==> src/rtl/wbank_pkg.sv <==
package wbank_pkg;

    typedef enum logic [3:0] {
        OP_IDLE      = 4'd0,
        OP_WR_WIPER  = 4'd1,
        OP_WR_SET    = 4'd2,
        OP_RD_WIPER  = 4'd3,
        OP_RD_SET    = 4'd4,
        OP_LOAD      = 4'd5,
        OP_STORE     = 4'd6,
        OP_GANG_LOAD = 4'd7,
        OP_GANG_STOR = 4'd8,
        OP_STEP      = 4'd9
    } op_e;

endpackage

==> src/rtl/wbank_decode.sv <==
module wbank_decode
    import wbank_pkg::*;
#(
    parameter int NCH   = 2,
    parameter int POT_W = 2
) (
    input  logic             valid_i,
    input  logic [3:0]       op_i,
    input  logic [POT_W-1:0] pot_i,
    output logic [NCH-1:0]   hit_o,
    output logic             gang_o,
    output logic             rd_en_o
);
    op_e  op;
    logic pot_ok;
    logic is_gang;

    always_comb begin
        op      = op_e'(op_i);
        pot_ok  = (int'(pot_i) < NCH);
        is_gang = (op == OP_GANG_LOAD) || (op == OP_GANG_STOR);
        gang_o  = valid_i && is_gang;
        rd_en_o = valid_i && pot_ok && ((op == OP_RD_WIPER) || (op == OP_RD_SET));
    end

    for (genvar i = 0; i < NCH; i++) begin : g_hit
        assign hit_o[i] = valid_i && !is_gang && (op != OP_IDLE) && (int'(pot_i) == i);
    end

endmodule

==> src/rtl/wbank_chan.sv <==
module wbank_chan
    import wbank_pkg::*;
#(
    parameter int W     = 8,
    parameter int NREG  = 4,
    parameter int REG_W = $clog2(NREG)
) (
    input  logic             clk,
    input  logic             rst_n,
    input  logic             hit_i,
    input  logic             gang_i,
    input  logic [3:0]       op_i,
    input  logic [REG_W-1:0] reg_i,
    input  logic [W-1:0]     data_i,
    input  logic             up_i,
    output logic [W-1:0]     wiper_o,
    output logic [W-1:0]     rd_word_o
);
    localparam logic [W-1:0] TOP = {W{1'b1}};

    typedef struct packed {
        logic [W-1:0]            wcr;
        logic [NREG-1:0][W-1:0]  set;
    } chan_t;

    chan_t q, d;
    op_e   op;

    always_comb begin
        op = op_e'(op_i);
        d  = q;
        if (hit_i) begin
            case (op)
                OP_WR_WIPER: d.wcr        = data_i;
                OP_WR_SET:   d.set[reg_i] = data_i;
                OP_LOAD:     d.wcr        = q.set[reg_i];
                OP_STORE:    d.set[reg_i] = q.wcr;
                OP_STEP: begin
                    if (up_i && q.wcr != TOP)        d.wcr = q.wcr + 1'b1;
                    else if (!up_i && q.wcr != '0)   d.wcr = q.wcr - 1'b1;
                end
                default: ;
            endcase
        end
        if (gang_i) begin
            if (op == OP_GANG_LOAD)      d.wcr        = q.set[reg_i];
            else if (op == OP_GANG_STOR) d.set[reg_i] = q.wcr;
        end
    end

    always_ff @(posedge clk or negedge rst_n) begin
        if (!rst_n) q <= '0;
        else        q <= d;
    end

    assign wiper_o   = q.wcr;
    assign rd_word_o = (op == OP_RD_WIPER) ? q.wcr : q.set[reg_i];

    p_step_up_r9: assert property (@(posedge clk) disable iff (!rst_n)
        (hit_i && op == OP_STEP && up_i && q.wcr != TOP) |=> (q.wcr == $past(q.wcr) + 1'b1));

    p_step_dn_r9: assert property (@(posedge clk) disable iff (!rst_n)
        (hit_i && op == OP_STEP && !up_i && q.wcr != '0) |=> (q.wcr == $past(q.wcr) - 1'b1));

    p_no_wrap_r10: assert property (@(posedge clk) disable iff (!rst_n)
        (hit_i && op == OP_STEP && ((up_i && q.wcr == TOP) || (!up_i && q.wcr == '0)))
        |=> $stable(q.wcr));

    p_gang_load_r7: assert property (@(posedge clk) disable iff (!rst_n)
        (gang_i && op == OP_GANG_LOAD) |=> (q.wcr == $past(q.set[reg_i])));

    p_quiet_r12: assert property (@(posedge clk) disable iff (!rst_n)
        (!hit_i && !gang_i) |=> $stable(q));

endmodule

==> src/rtl/wiper_bank.sv <==
module wiper_bank
    import wbank_pkg::*;
#(
    parameter int NCH   = 2,
    parameter int W     = 8,
    parameter int NREG  = 4,
    parameter int POT_W = 2,
    parameter int REG_W = $clog2(NREG)
) (
    input  logic             clk,
    input  logic             rst_n,
    input  logic             cmd_valid,
    input  logic [3:0]       cmd_op,
    input  logic [POT_W-1:0] cmd_pot,
    input  logic [REG_W-1:0] cmd_reg,
    input  logic [W-1:0]     cmd_data,
    input  logic             cmd_up,
    output logic [NCH*W-1:0] wiper_codes,
    output logic [W-1:0]     rd_data
);
    logic [NCH-1:0]        hit;
    logic                  gang;
    logic                  rd_en;
    logic [NCH-1:0][W-1:0] rd_word;
    logic [W-1:0]          rd_d, rd_q;

    wbank_decode #(.NCH(NCH), .POT_W(POT_W)) i_decode (
        .valid_i (cmd_valid),
        .op_i    (cmd_op),
        .pot_i   (cmd_pot),
        .hit_o   (hit),
        .gang_o  (gang),
        .rd_en_o (rd_en)
    );

    for (genvar i = 0; i < NCH; i++) begin : g_chan
        wbank_chan #(.W(W), .NREG(NREG), .REG_W(REG_W)) i_chan (
            .clk       (clk),
            .rst_n     (rst_n),
            .hit_i     (hit[i]),
            .gang_i    (gang),
            .op_i      (cmd_op),
            .reg_i     (cmd_reg),
            .data_i    (cmd_data),
            .up_i      (cmd_up),
            .wiper_o   (wiper_codes[i*W +: W]),
            .rd_word_o (rd_word[i])
        );
    end

    always_comb begin
        rd_d = rd_q;
        if (rd_en) rd_d = rd_word[cmd_pot[$clog2(NCH > 1 ? NCH : 2)-1:0]];
    end

    always_ff @(posedge clk or negedge rst_n) begin
        if (!rst_n) rd_q <= '0;
        else        rd_q <= rd_d;
    end

    assign rd_data = rd_q;

    p_one_channel_r11: assert property (@(posedge clk) disable iff (!rst_n)
        $onehot0(hit));

    p_bad_pot_r11: assert property (@(posedge clk) disable iff (!rst_n)
        (int'(cmd_pot) >= NCH && !gang) |=> ($stable(wiper_codes) && $stable(rd_data)));

    p_rd_hold_r12: assert property (@(posedge clk) disable iff (!rst_n)
        (!cmd_valid) |=> ($stable(rd_data) && $stable(wiper_codes)));

endmodule

==> config.mk <==
export PLATFORM = sky130hd
export DESIGN_NAME = wiper_bank
export DESIGN_NICKNAME = d
export VERILOG_FILES = /design/src/rtl/wbank_pkg.sv /design/src/rtl/wbank_decode.sv /design/src/rtl/wbank_chan.sv /design/src/rtl/wiper_bank.sv
export SDC_FILE = /design/constraint.sdc
export NUM_CORES = 1
export LEC_CHECK = 0
export ABC_AREA = 1
export BUFFER_PORTS_ARGS = -buffer_cell sky130_fd_sc_hd__buf_2
export CORE_MARGIN = 2
export CORE_UTILIZATION = 35
export CTS_BUF_LIST = sky130_fd_sc_hd__clkbuf_16
export DETAILED_ROUTE_END_ITERATION = 8
export GPL_TIMING_DRIVEN = 0
export SLEW_MARGIN = 10
export SYNTH_ARGS = -nofsm -noshare
export SYNTH_HDL_FRONTEND = slang
export SYNTH_SLANG_ARGS = --single-unit
export TNS_END_PERCENT = 100
==> constraint.sdc <==
create_clock -name clk -period 2.5 [get_ports clk]
set_clock_uncertainty 0.15 [all_clocks]
set_input_delay 0.375 -clock clk [delete_from_list [all_inputs] [get_ports clk]]
set_output_delay 0.375 -clock clk [all_outputs]
set_load 0.01 [all_outputs]
-- Word-level counts from Yosys, hierarchy flattened
Cells that the tools add are included.
- output and inout port bits: 24
- logic and storage cells: 85
- ROM bits: 0
- bits in writable memories: 0
- bits in latches: 0
- memories: 0
- flip-flop bits (word level): 88
- $lt $le $gt $ge: 4
- shift-type cells: 0
- multiply operators: 0
- add/subtract/negate cells: 4
- bitwise gates (word level): 0
- reduce and logical (&&, ||, !) cells: 20
- multiplexer cells: 34
- equal/unequal tests: 12
- divide/modulo/power cells: 0
- operator list (cell ; count):
    $bwmux 32 ; 6
    $mux 40 ; 4
    $mux 32 ; 4
    $pmux 32 s2 ; 2
    $mux 8 ; 13
    $pmux 8 s3 ; 2
    $bmux 8 s2 ; 2
    $add 8x1->8 const B ; 2
    $demux 8 s2 ; 1
    $eq 4x3->1 const B ; 4
    $ne 8x8->1 const B ; 2
    $reduce_bool 8->1 ; 2
    $sub 8x1->8 const B ; 2
    $logic_and 1x1->1 ; 12
    $eq 4x2->1 const B ; 2
    $eq 4x4->1 const B ; 2
    $eq 4x1->1 const B ; 1
    $reduce_bool 4->1 ; 1
    $lt 2x3->1 const B ; 1
    $eq 2x2->1 const B ; 1
    $ge 2x1->1 const B ; 1
    $logic_not 1->1 ; 2
    $logic_not 2->1 ; 1
    $logic_or 1x1->1 ; 2
    other kinds (2) ; 2

-- Depth between registers and ports, before layout
Gate-level depths: netlist of run 1.
- word-level depth: 11
- depth in mapped cells: 14

-- Modules after synthesis
A second synthesis of run 1 with hierarchy kept.
- cells, all modules: 1057
- area total of the unflattened synthesis: 7359.6 µm²
- by module, submodules not included (module ; cells an instance ; times used ; area each (µm²) ; seq. area each (µm²)):
    wbank_chan ; 485 ; 2 ; 3403.3 ; 1001.0
    wiper_bank ; 68 ; 1 ; 459.2 ; 200.2
    wbank_decode ; 19 ; 1 ; 93.8 ; 0.0

-- Worst setup path after synthesis of run 1
Ideal clock, no wire load.
- kind: flip-flop to flip-flop
- start: reg g_chan[1].i_chan.q (netlist bit g_chan[1].i_chan.wiper_o[1])
- end: reg g_chan[1].i_chan.q (netlist bit g_chan[1].i_chan.wiper_o[3])
- data arrival time: 1.715 ns
- path slack: 0.513 ns
- stages on the path, launching flop included: 14
- cells stage by stage: dfrtp_1 > clkbuf_1 > inv_1 > ha_1 > nand3_1 > nor2_1 > nor2_1 > nand2_1 > nand2_1 > nand2_1 > nand3_1 > nand2_1 > nand2_1 > a21oi_1
- RTL lines (item ; RTL line ; source):
    start, declared ; wbank_chan.sv:26 ; chan_t q, d;
    start signal, assigned ; wbank_chan.sv:52 ; if (!rst_n) q <= '0;
    start signal, assigned ; wbank_chan.sv:53 ; else q <= d;

==> key figures, run 1 <==
Outcome
  • Outcome: completed

Placement
  • Area after DPL: 0.00796 mm2
  • Final GP Congestion: 0.985
  • Port bufs: between 40 and 50
  • Final HPWL DP: just over 20,000 um
  • Place WS: -0.185 ns

Yosys
  • Synthesized area: around 0.0074 mm2
  • Most common cell in the netlist: nand2_1
  • Seq/Total Area, Yosys: 0.299
  • Share of Yosys cell area claimed by the top area cell type: 0.299
  • Post-synth EDFFs: 0
  • Most common library cells after synthesis: nand2_1 (294), a21oi_1 (181), nor2_1 (127), inv_1 (122), o21ai_0 (105)
  • Synth Instances: 1,213
  • Mean Syn Cell Area: a little over 6 um2
  • Unique masters post-synth: 31
  • Synth area leaders: dfrtp_1 (30%), nand2_1 (15%), a21oi_1 (12%)
  • Syn_nets: approximately 1,200
  • Top_reg_cell synth: dfrtp_1
  • Synth Register Bits: 88
  • Ys async rst share: 1.00
  • Yosys top cell by area: dfrtp_1
  • YS warnings: 0

Detailed routing
  • Initial DRC count: approximately 890
  • Avg Vias per Cell: 5.37
  • Drc violations: 0
  • First-pass DRT Iterations: 8
  • Post-DR wirelength/cell: 17.4 um
  • Final wirelength: between 20,000 and 30,000 um
  • DR vias: between 8,000 and 9,000
  • Final ANT Viol Nets: 0

Die
  • Die area: around 0.022 mm2
  • Boundary pin count: 44
  • Number of core rows: 53
  • Die height: between 100 and 150 um
  • Core area: 0.0208 mm2
  • Die width: ~150 um
  • Initial Util: 0.354

Worst setup path
  • Setup crit start kind: flip-flop
  • Crit Path Max Fanout: 10
  • Delay-heaviest family, CP: simple AND/OR/NAND/NOR gates
  • CP max stage cell: dfrtp_2
  • Worst Path Arrival: roughly 2.4 ns
  • CP Cell Sequence: clkbuf_4 > inv_1 > ha_1 > nand3_1 > nor2_1 > nor2_2 > nand2_1 > nand3_1 > nand3_1 > nand2_1 > nand2_1 > a21oi_1
  • Crit Path Category: reg -> reg
  • Crit path buf inv count: 2
  • Crit path capture type: flip-flop
  • Worst Path Required: roughly 2.6 ns
  • Peak per-stage delay on the critical path: about 0.47 ns

Clock tree
  • Num Clock Sinks: 88
  • H-Tree Depth: 3
  • CTS tree: yes
  • Post CTS Setup Buffer Count: 0
  • Clock buffer count from CTS: 9
  • Clock buffer depth: 2
  • Clock root cell: clkbuf_16
  • Worst-path clk slew: around 0.070 ns
  • Clk_lat worst skew: roughly 0.36 ns

Layout
  • Final core utilization: 0.396
  • P&R area growth vs syn: 11.8%
  • Number of diodes: 0
  • Fraction of layout cells with a size suffix above 1: 0.0967
  • Fin nets: roughly 1,300
  • Post-route design area: a little over 0.008 mm2

Timing
  • Setup WS post-layout: roughly 0.23 ns
  • Final Critical Period: around 2.3 ns
  • Actual slew at the worst max-slew pin: roughly 0.7 ns
  • Final Hold Fails: 0
  • Setup tns final: 0 ns
  • Fin crit share: 0.906
  • Endpoints failing setup: 0
  • Slew HR: 0.532
  • Highest clock rate: approximately 0.44 GHz
  • Max Transition Viols Final: 0
  • RSZ-0062 raised after global routing: no

Job
  • Max-Cap Viols: 0

Power and ir drop
  • VDD IR max: between 0.3 and 0.4 mV
  • Pwr dens: 709 mW/mm2
  • Leak Pwr: roughly 4.2 nW

GRT
  • Initial antenna violation count: 0
  • Met2 GRT Util: 0.383
  • Met3 Usage GRT: 0.0391
  • Global route overflow: 0
  • GRT Resource Usage Total: 0.245
  • Global-route wire length before repair: 42,300 um
  • GR peak layer: met2
  • Largest net degree at the start of global routing: 56
  • Met1 Usage GRT: 0.345
  • Vias in the first global route: 7,616

Worst hold path
  • Worst hold path type: in -> reg
## power breakdown
group / switching (W) / internal, W / total [W]
clock: 0.000628 / 0.000666 / 0.00129
combinational: 0.00149 / 0.000839 / 0.00233
sequential: 0.000397 / 0.00182 / 0.00222
total: 0.00252 / 0.00333 / 0.00585
## final timing paths
| check | start | endpoint | slack, ns | cells after the start |
|---|---|---|---|---|
| min in group asynchronous | rst_n | g_chan[1].i_chan.wiper_o[4] | 0.37 | 2 |
| hold reg to reg | rd_data[0] | rd_data[0] | 0.34 | 2 |
| setup reg to reg | g_chan[1].i_chan.wiper_o[1] | g_chan[1].i_chan.wiper_o[3] | 0.23 | 12 |
| max in group asynchronous | rst_n | g_chan[0].i_chan.wiper_o[4] | 1.15 | 3 |
| hold / removal | cmd_pot[0] | rd_data[7] | 0.24 | 3 |
| setup / recovery | g_chan[1].i_chan.wiper_o[1] | g_chan[1].i_chan.wiper_o[3] | 0.23 | 12 |
## final cells by class
class,instances,area (um2)
buffer,94,452
clock buffer,9,225
clock inverter,7,38.8
fill,2333,12600
inverter,127,477
multi-input combinational,904,4260
sequential,88,2200
tap,275,344
timing repair buffer,43,245
## through the flow
step                      power [W]  cells  hold WS (ns)
after floorplan             0.00373   1213       -0.0706
after global placement      0.00447   1529         0.328
after detailed placement    0.00451   1530         0.222
after CTS                   0.00583   1547         0.238
after global routing        0.00627   1547         0.247
final                       0.00585   1547         0.238
## layout by cell type (no fill, tap or decap), drive strengths merged, types with 9 or more instances in the layout
| cell | n |
|---|---|
| a22oi | 25 |
| buf | 84 |
| nand3 | 50 |
| clkbuf | 61 |
| o21ai | 169 |
| inv | 129 |
| a21oi | 181 |
| o211ai | 9 |
| nand2 | 296 |
| dfrtp | 88 |
| nor2 | 136 |
## metal layers
metal	share of wire	wire length, um
met2	0.45	12000
met1	0.45	12000
met3	0.081	2180
met5	0	0
met4	0.027	719
## sequential cells by signal, summed over array words and instances (netlist names)
signal	count
g_chan.i_chan.wiper_o	16
g_chan.i_chan.q	64
rd_data	8
## kinds of logic (layout without fill, tap and decap cells)
logic type | after synthesis | count (layout) | synth area share
adders and majority gates | 6 | 6 | 0.0102
buffers and inverters | 221 | 280 | 0.125
DFF | 88 | 88 | 0.299
AOI/OAI and AO/OA | 391 | 391 | 0.278
and+or+nand+nor | 498 | 498 | 0.277
xor gates and xnor gates | 9 | 9 | 0.0107
## worst min-delay path: stages
cell and delay (ns):
buf_2 0.16, o211ai_1 0.11, a31oi_1 0.07
## timing repair
item | 4_1_cts | 5_1_grt
setup endpoints to repair | 14 | 13
gates resized for setup | 2 | 7
endpoints found under the hold margin | 33 | 0
hold buffers | 1 | 0
pin swaps | 0 | 0
(Power assumes the default switching activity.)
==> inputs of run 2 (changes only) <==
--- a/config.mk
+++ b/config.mk
@@ -7,6 +7,7 @@
 export LEC_CHECK = 0
 export ABC_AREA = 1
 export BUFFER_PORTS_ARGS = -buffer_cell sky130_fd_sc_hd__buf_2
+export CORE_ASPECT_RATIO = 1.1
 export CORE_MARGIN = 2
 export CORE_UTILIZATION = 35
 export CTS_BUF_LIST = sky130_fd_sc_hd__clkbuf_16
==> key figures, run 2 (same netlist as run 1, synthesis figures left out) <==
Outcome
  • Outcome: completed

Die
  • Number of core rows: 55
  • Core area: a little over 0.02 mm2
  • Die height: between 150 and 200 um
  • Initial Util: 0.357
  • Die width: approximately 140 um
  • Boundary pin count: 44
  • Die area: ~0.022 mm2

Timing
  • Highest clock rate: approximately 0.43 GHz
  • Fin crit share: 0.924
  • Final Critical Period: 2.31 ns
  • RSZ-0062 raised after global routing: no
  • Max Transition Viols Final: 0
  • Actual slew at the worst max-slew pin: about 0.69 ns
  • Setup WS post-layout: roughly 0.19 ns
  • Final Hold Fails: 0
  • Slew HR: 0.538
  • Endpoints failing setup: 0

Clock tree
  • Clock buffer depth: 2
  • Post CTS Setup Buffer Count: 0
  • Clock buffer count from CTS: 9
  • Clk_lat worst skew: approximately 0.36 ns
  • H-Tree Depth: 3
  • Clock root cell: clkbuf_16
  • Num Clock Sinks: 88
  • CTS tree: yes
  • Worst-path clk slew: roughly 0.07 ns

Worst setup path
  • Worst Path Arrival: about 2.4 ns
  • Worst Path Required: roughly 2.6 ns
  • Crit path capture type: flip-flop
  • R2R Setup Slk: between 0.15 and 0.2 ns
  • Delay-heaviest family, CP: simple AND/OR/NAND/NOR gates
  • Crit Path Max Fanout: 10
  • Setup crit start kind: flip-flop
  • Crit path buf inv count: 2
  • CP max stage cell: dfrtp_1
  • Peak per-stage delay on the critical path: between 0.4 and 0.5 ns
  • CP Cell Sequence: clkbuf_2 > inv_2 > ha_1 > nand3_1 > nor2_1 > nor2_1 > nand2_1 > nand3_1 > nand3_1 > nand2_1 > nand2_1 > a21oi_1
  • Crit Path Category: reg -> reg

Layout
  • P&R area growth vs syn: 11.3%
  • Commonest non-fill, non-tap cell in the layout: nand2_1
  • Fin cells: approximately 1,500
  • Top reg by flops: g_chan.i_chan.q
  • Fin nets: between 1,000 and 1,500
  • Commonest cells after routing, fill and taps aside: nand2_1 (294), a21oi_1 (181), nor2_1 (126)
  • Number of diodes: 0
  • Fraction of layout cells with a size suffix above 1: 0.0952
  • Final core utilization: 0.398
  • Max reg flops: between 60 and 70

GRT
  • GRT Resource Usage Total: 0.247
  • Global-route wire length before repair: 42,300 um
  • Largest net degree at the start of global routing: between 40 and 50
  • Vias in the first global route: between 7,000 and 8,000
  • Global route overflow: 0
  • Initial antenna violation count: 0

Power and ir drop
  • Gate power share: 0.398
  • Pwr dens: approximately 710 mW/mm2
  • Internal: between 0.003 and 0.004 W
  • Clock share of power: 0.218
  • VDD IR max: 0.334 mV
  • Sw frac: 0.428
  • Sw Pwr: between 0.002 and 0.0025 W
  • Leak Pwr: about 4.2 nW
  • Proportion of power drawn by flip-flops and latches: 0.384

Detailed routing
  • Final wirelength: between 20,000 and 30,000 um
  • DR vias: about 8,300
  • Avg Vias per Cell: 5.43
  • Initial DRC count: just over 700
  • Final ANT Viol Nets: 0
  • First-pass DRT Iterations: 5
  • Post-DR wirelength/cell: approximately 18 um
  • Drc violations: 0

Placement
  • Port bufs: around 40
  • Final HPWL DP: approximately 21,000 um
  • Place WS: -0.161 ns
  • Placed Cells: 1,511
  • Final GP Congestion: ~0.95

Job
  • Max-Cap Viols: 0

Worst hold path
  • Worst hold path type: in -> reg
==> run 2: cell count changes in the layout (fill, tap and decap cells not counted), sizes merged <==
| cell | change |
|---|---|
| clkinv | -3 |
| clkinvlp | +1 |
| inv | +1 |
==> run 2: power by group through the flow <==
stage	sequential (W)	clock (W)	combinational [W]
final	0.00223	0.00127	0.00231
after global routing	0.00228	0.00136	0.00261
after CTS	0.00222	0.00129	0.00228
after detailed placement	0.00224	0	0.00226
after global placement	0.00223	0	0.00224
after floorplan	0.00212	0	0.00160
==> run 2: through the flow <==
step | power (W) | hold slack (ns) | setup TNS [ns] | cell area [um2]
after floorplan | 0.00373 | -0.0706 | 0 | 7380
after global placement | 0.00447 | 0.325 | -8.12 | 7900
after detailed placement | 0.00450 | 0.278 | -1.46 | 7930
after CTS | 0.00579 | 0.237 | 0 | 8200
after global routing | 0.00625 | 0.292 | 0 | 8210
final | 0.00580 | 0.248 | 0 | 8210
==> run 2: layer usage <==
layer / GRT usage / wire (um) / share of wire / vias to the layer above
met3: 0.0376 / 2120 / 0.078 / 49
met5: 0 / 0 / 0 / -
met1: 0.334 / 11600 / 0.43 / 3798
met2: 0.406 / 12700 / 0.47 / 381
li1: - / - / - / 4071
met4: 0.0787 / 652 / 0.024 / 0
==> run 2: worst paths after layout <==
| path | from | endpoint | depth (start not counted) |
|---|---|---|---|
| max | g_chan[0].i_chan.wiper_o[1] | g_chan[0].i_chan.wiper_o[5] | 12 |
| min | cmd_pot[0] | rd_data[6] | 3 |
| max reg2reg | g_chan[0].i_chan.wiper_o[1] | g_chan[0].i_chan.wiper_o[5] | 12 |
| min reg2reg | rd_data[1] | rd_data[1] | 2 |
| max in group asynchronous | rst_n | g_chan[0].i_chan.q[19] | 3 |
| min in group asynchronous | rst_n | rd_data[6] | 2 |
==> run 2: area by class of cell <==
cell class / count / area [um2]
Fill cell: 2322 / 12400
Multi-Input combinational cell: 904 / 4260
Sequential cell: 88 / 2200
Inverter: 127 / 477
Buffer: 94 / 449
Tap cell: 256 / 320
Timing Repair Buffer: 43 / 245
Clock buffer: 9 / 225
Clock inverter: 6 / 31.3
==> run 2: what timing repair did <==
| item | 4_1_cts | 5_1_grt |
|---|---|---|
| gates resized for setup | 2 | 5 |
| setup endpoints to repair | 13 | 12 |
| hold endpoints to repair | 40 | 0 |
| pin swaps | 0 | 0 |
| hold buffers | 1 | 0 |
==> run 2: tightest hold or removal path, cell delays in order <==
cell and delay (ns):
buf_2 0.16, o211ai_1 0.10, a31oi_1 0.08
==> inputs of run 3 (changes only) <==
==> constraint.sdc (replaced) <==
create_clock -name clk -period 2.2 [get_ports clk]
set_clock_uncertainty 0.15 [all_clocks]
set_input_delay 0.33 -clock clk [delete_from_list [all_inputs] [get_ports clk]]
set_output_delay 0.33 -clock clk [all_outputs]
set_load 0.01 [all_outputs]
==> key figures, run 3 (same netlist as run 1, synthesis figures left out) <==
Outcome
  • Outcome: completed

Layout
  • P&R area growth vs syn: 12.5%
  • Max reg flops: 64
  • Fin nets: about 1,300
  • Top reg by flops: g_chan.i_chan.q
  • Post-route design area: slightly above 0.008 mm2
  • Fraction of layout cells with a size suffix above 1: 0.108
  • Commonest non-fill, non-tap cell in the layout: nand2_1
  • Commonest cells after routing, fill and taps aside: nand2_1 (289), a21oi_1 (178), nor2_1 (125)
  • Number of diodes: 0

Detailed routing
  • DR vias: between 8,000 and 9,000
  • Post-DR wirelength/cell: between 15 and 20 um
  • Final wirelength: around 27,000 um
  • Drc violations: 0
  • Avg Vias per Cell: around 5.4
  • Final ANT Viol Nets: 0
  • First-pass DRT Iterations: 6
  • Initial DRC count: 775

Clock tree
  • Clock root cell: clkbuf_16
  • H-Tree Depth: 3
  • Worst-path clk slew: about 0.070 ns
  • Clk_lat worst skew: roughly 0.36 ns
  • Clock buffer depth: 2
  • Clock buffer count from CTS: 9
  • CTS tree: yes
  • Num Clock Sinks: slightly below 90

Timing
  • Fin crit share: 0.963
  • Final Hold Fails: 0
  • Highest clock rate: 0.472 GHz
  • Slew HR: 0.539
  • Setup tns final: 0 ns
  • Setup WS post-layout: 0.0806 ns
  • Max Transition Viols Final: 0
  • Endpoints failing setup: 0
  • Final Critical Period: ~2.1 ns
  • Actual slew at the worst max-slew pin: roughly 0.7 ns

Worst hold path
  • Worst hold path type: in -> reg
  • Min-delay src: cmd_pot[0]
  • Hold EP: rd_data[6]
  • Worst hold path depth: 3

Worst setup path
  • R2R Setup Slk: roughly 0.13 ns
  • Crit Path Category: in -> reg
  • Worst Reg-to-Reg Cells: 14
  • Crit Path Max Fanout: 10
  • Crit path capture type: flip-flop
  • Worst Path Arrival: 2.22 ns
  • Crit Reg-Reg Endpoint: g_chan[0].i_chan.wiper_o[4]
  • Setup crit start kind: input pin
  • FF-to-FF Start: g_chan[0].i_chan.wiper_o[1]
  • Worst Path Required: between 2 and 2.5 ns

Die
  • Core area: roughly 0.021 mm2
  • Number of core rows: 55
  • Die area: 0.0223 mm2
  • Die width: ~140 um
  • Die height: between 150 and 200 um
  • Initial Util: 0.357
  • Boundary pin count: 44

GRT
  • Global route overflow: 0
  • Largest net degree at the start of global routing: just under 50
  • Vias in the first global route: about 7,600
  • Initial antenna violation count: 0
  • GRT Resource Usage Total: 0.247
  • Global-route wire length before repair: ~42,000 um

Job
  • Max-Cap Viols: 0

Power and ir drop
  • Proportion of power drawn by flip-flops and latches: 0.379
  • Gate power share: 0.406
  • Pwr dens: between 800 and 900 mW/mm2
  • Internal: 0.00382 W
  • Sw frac: 0.427
  • Sw Pwr: about 0.0028 W
  • Clock share of power: 0.215
  • Final Power: 0.00666 W
  • Leak Pwr: ~4.2 nW
  • VDD IR max: ~0.38 mV

Placement
  • Place WS: -0.461 ns
  • Final HPWL DP: roughly 21,000 um
  • Port bufs: approximately 40
  • Area after DPL: 0.00793 mm2
  • Final GP Congestion: 0.946
==> run 3: cell count changes in the layout (fill, tap and decap cells not counted), sizes merged <==
cell      previous run  this run
inv                130       129
buf                 84        89
clkinvlp             1         2
==> run 3: metrics by stage <==
stage / util / hold slack (ns) / instances
6_report: 0.402 / 0.198 / 1532
5_1_grt: 0.402 / 0.247 / 1532
4_1_cts: 0.399 / 0.192 / 1528
3_5_place_dp: 0.384 / 0.233 / 1511
3_3_place_gp: 0.383 / 0.325 / 1510
2_1_floorplan: - / -0.116 / 1213
==> run 3: layout make-up <==
type | count | area, um2
buffer | 94 | 464
inverter | 127 | 480
multi-input combinational | 904 | 4290
sequential | 88 | 2200
fill | 2308 | 12300
tap | 256 | 320
timing repair buffer | 48 | 283
clock buffer | 9 | 225
clock inverter | 6 | 31.3
==> run 3: metal layers <==
metal,GRT usage,wire [um],share of wire
met2,0.408,12700,0.47
met4,0.0778,615,0.023
met3,0.0376,1970,0.072
met1,0.334,11900,0.44
met5,0,0,0
==> run 3: worst max path at each step <==
| stage | startpoint | end | slack, ns | cells after the start |
|---|---|---|---|---|
| CTS | g_chan[1].i_chan.wiper_o[1] | g_chan[1].i_chan.wiper_o[0] | 0.03 | 13 |
| global placement | g_chan[0].i_chan.wiper_o[1] | g_chan[0].i_chan.wiper_o[5] | -0.49 | 12 |
| floorplan | g_chan[1].i_chan.wiper_o[1] | g_chan[1].i_chan.wiper_o[3] | 0.21 | 13 |
| detailed placement | g_chan[0].i_chan.wiper_o[1] | g_chan[0].i_chan.wiper_o[5] | -0.46 | 12 |
| finish | cmd_reg[0] | g_chan[1].i_chan.q[5] | 0.08 | 10 |
| global route | g_chan[0].i_chan.wiper_o[1] | g_chan[0].i_chan.wiper_o[0] | -0.008 | 13 |
==> run 3: critical path, stage by stage <==
cell and delay, ns:
buf_2 0.13, nor2_2 0.31, inv_1 0.18, clkbuf_1 0.25, o21ai_0 0.51, a21oi_1 0.14
a21oi_1 0.17, nand2_1 0.07, o21ai_1 0.08, inv_1 0.05
==> run 3: power groups by stage <==
stage	Combinational [W]	Sequential, W	Clock (W)
floorplan	0.00182	0.00241	0
global placement	0.00254	0.00254	0
detailed placement	0.00257	0.00255	0
CTS	0.00262	0.00252	0.00147
global route	0.00305	0.00258	0.00154
finish	0.00271	0.00252	0.00144
==> run 3: timing repair <==
action                                  4_1_cts  5_1_grt
gates resized for setup                      10       13
hold endpoints to repair                     40        0
endpoints found under the setup margin       16       14
buffers inserted                              1        4
hold buffers                                  1        0
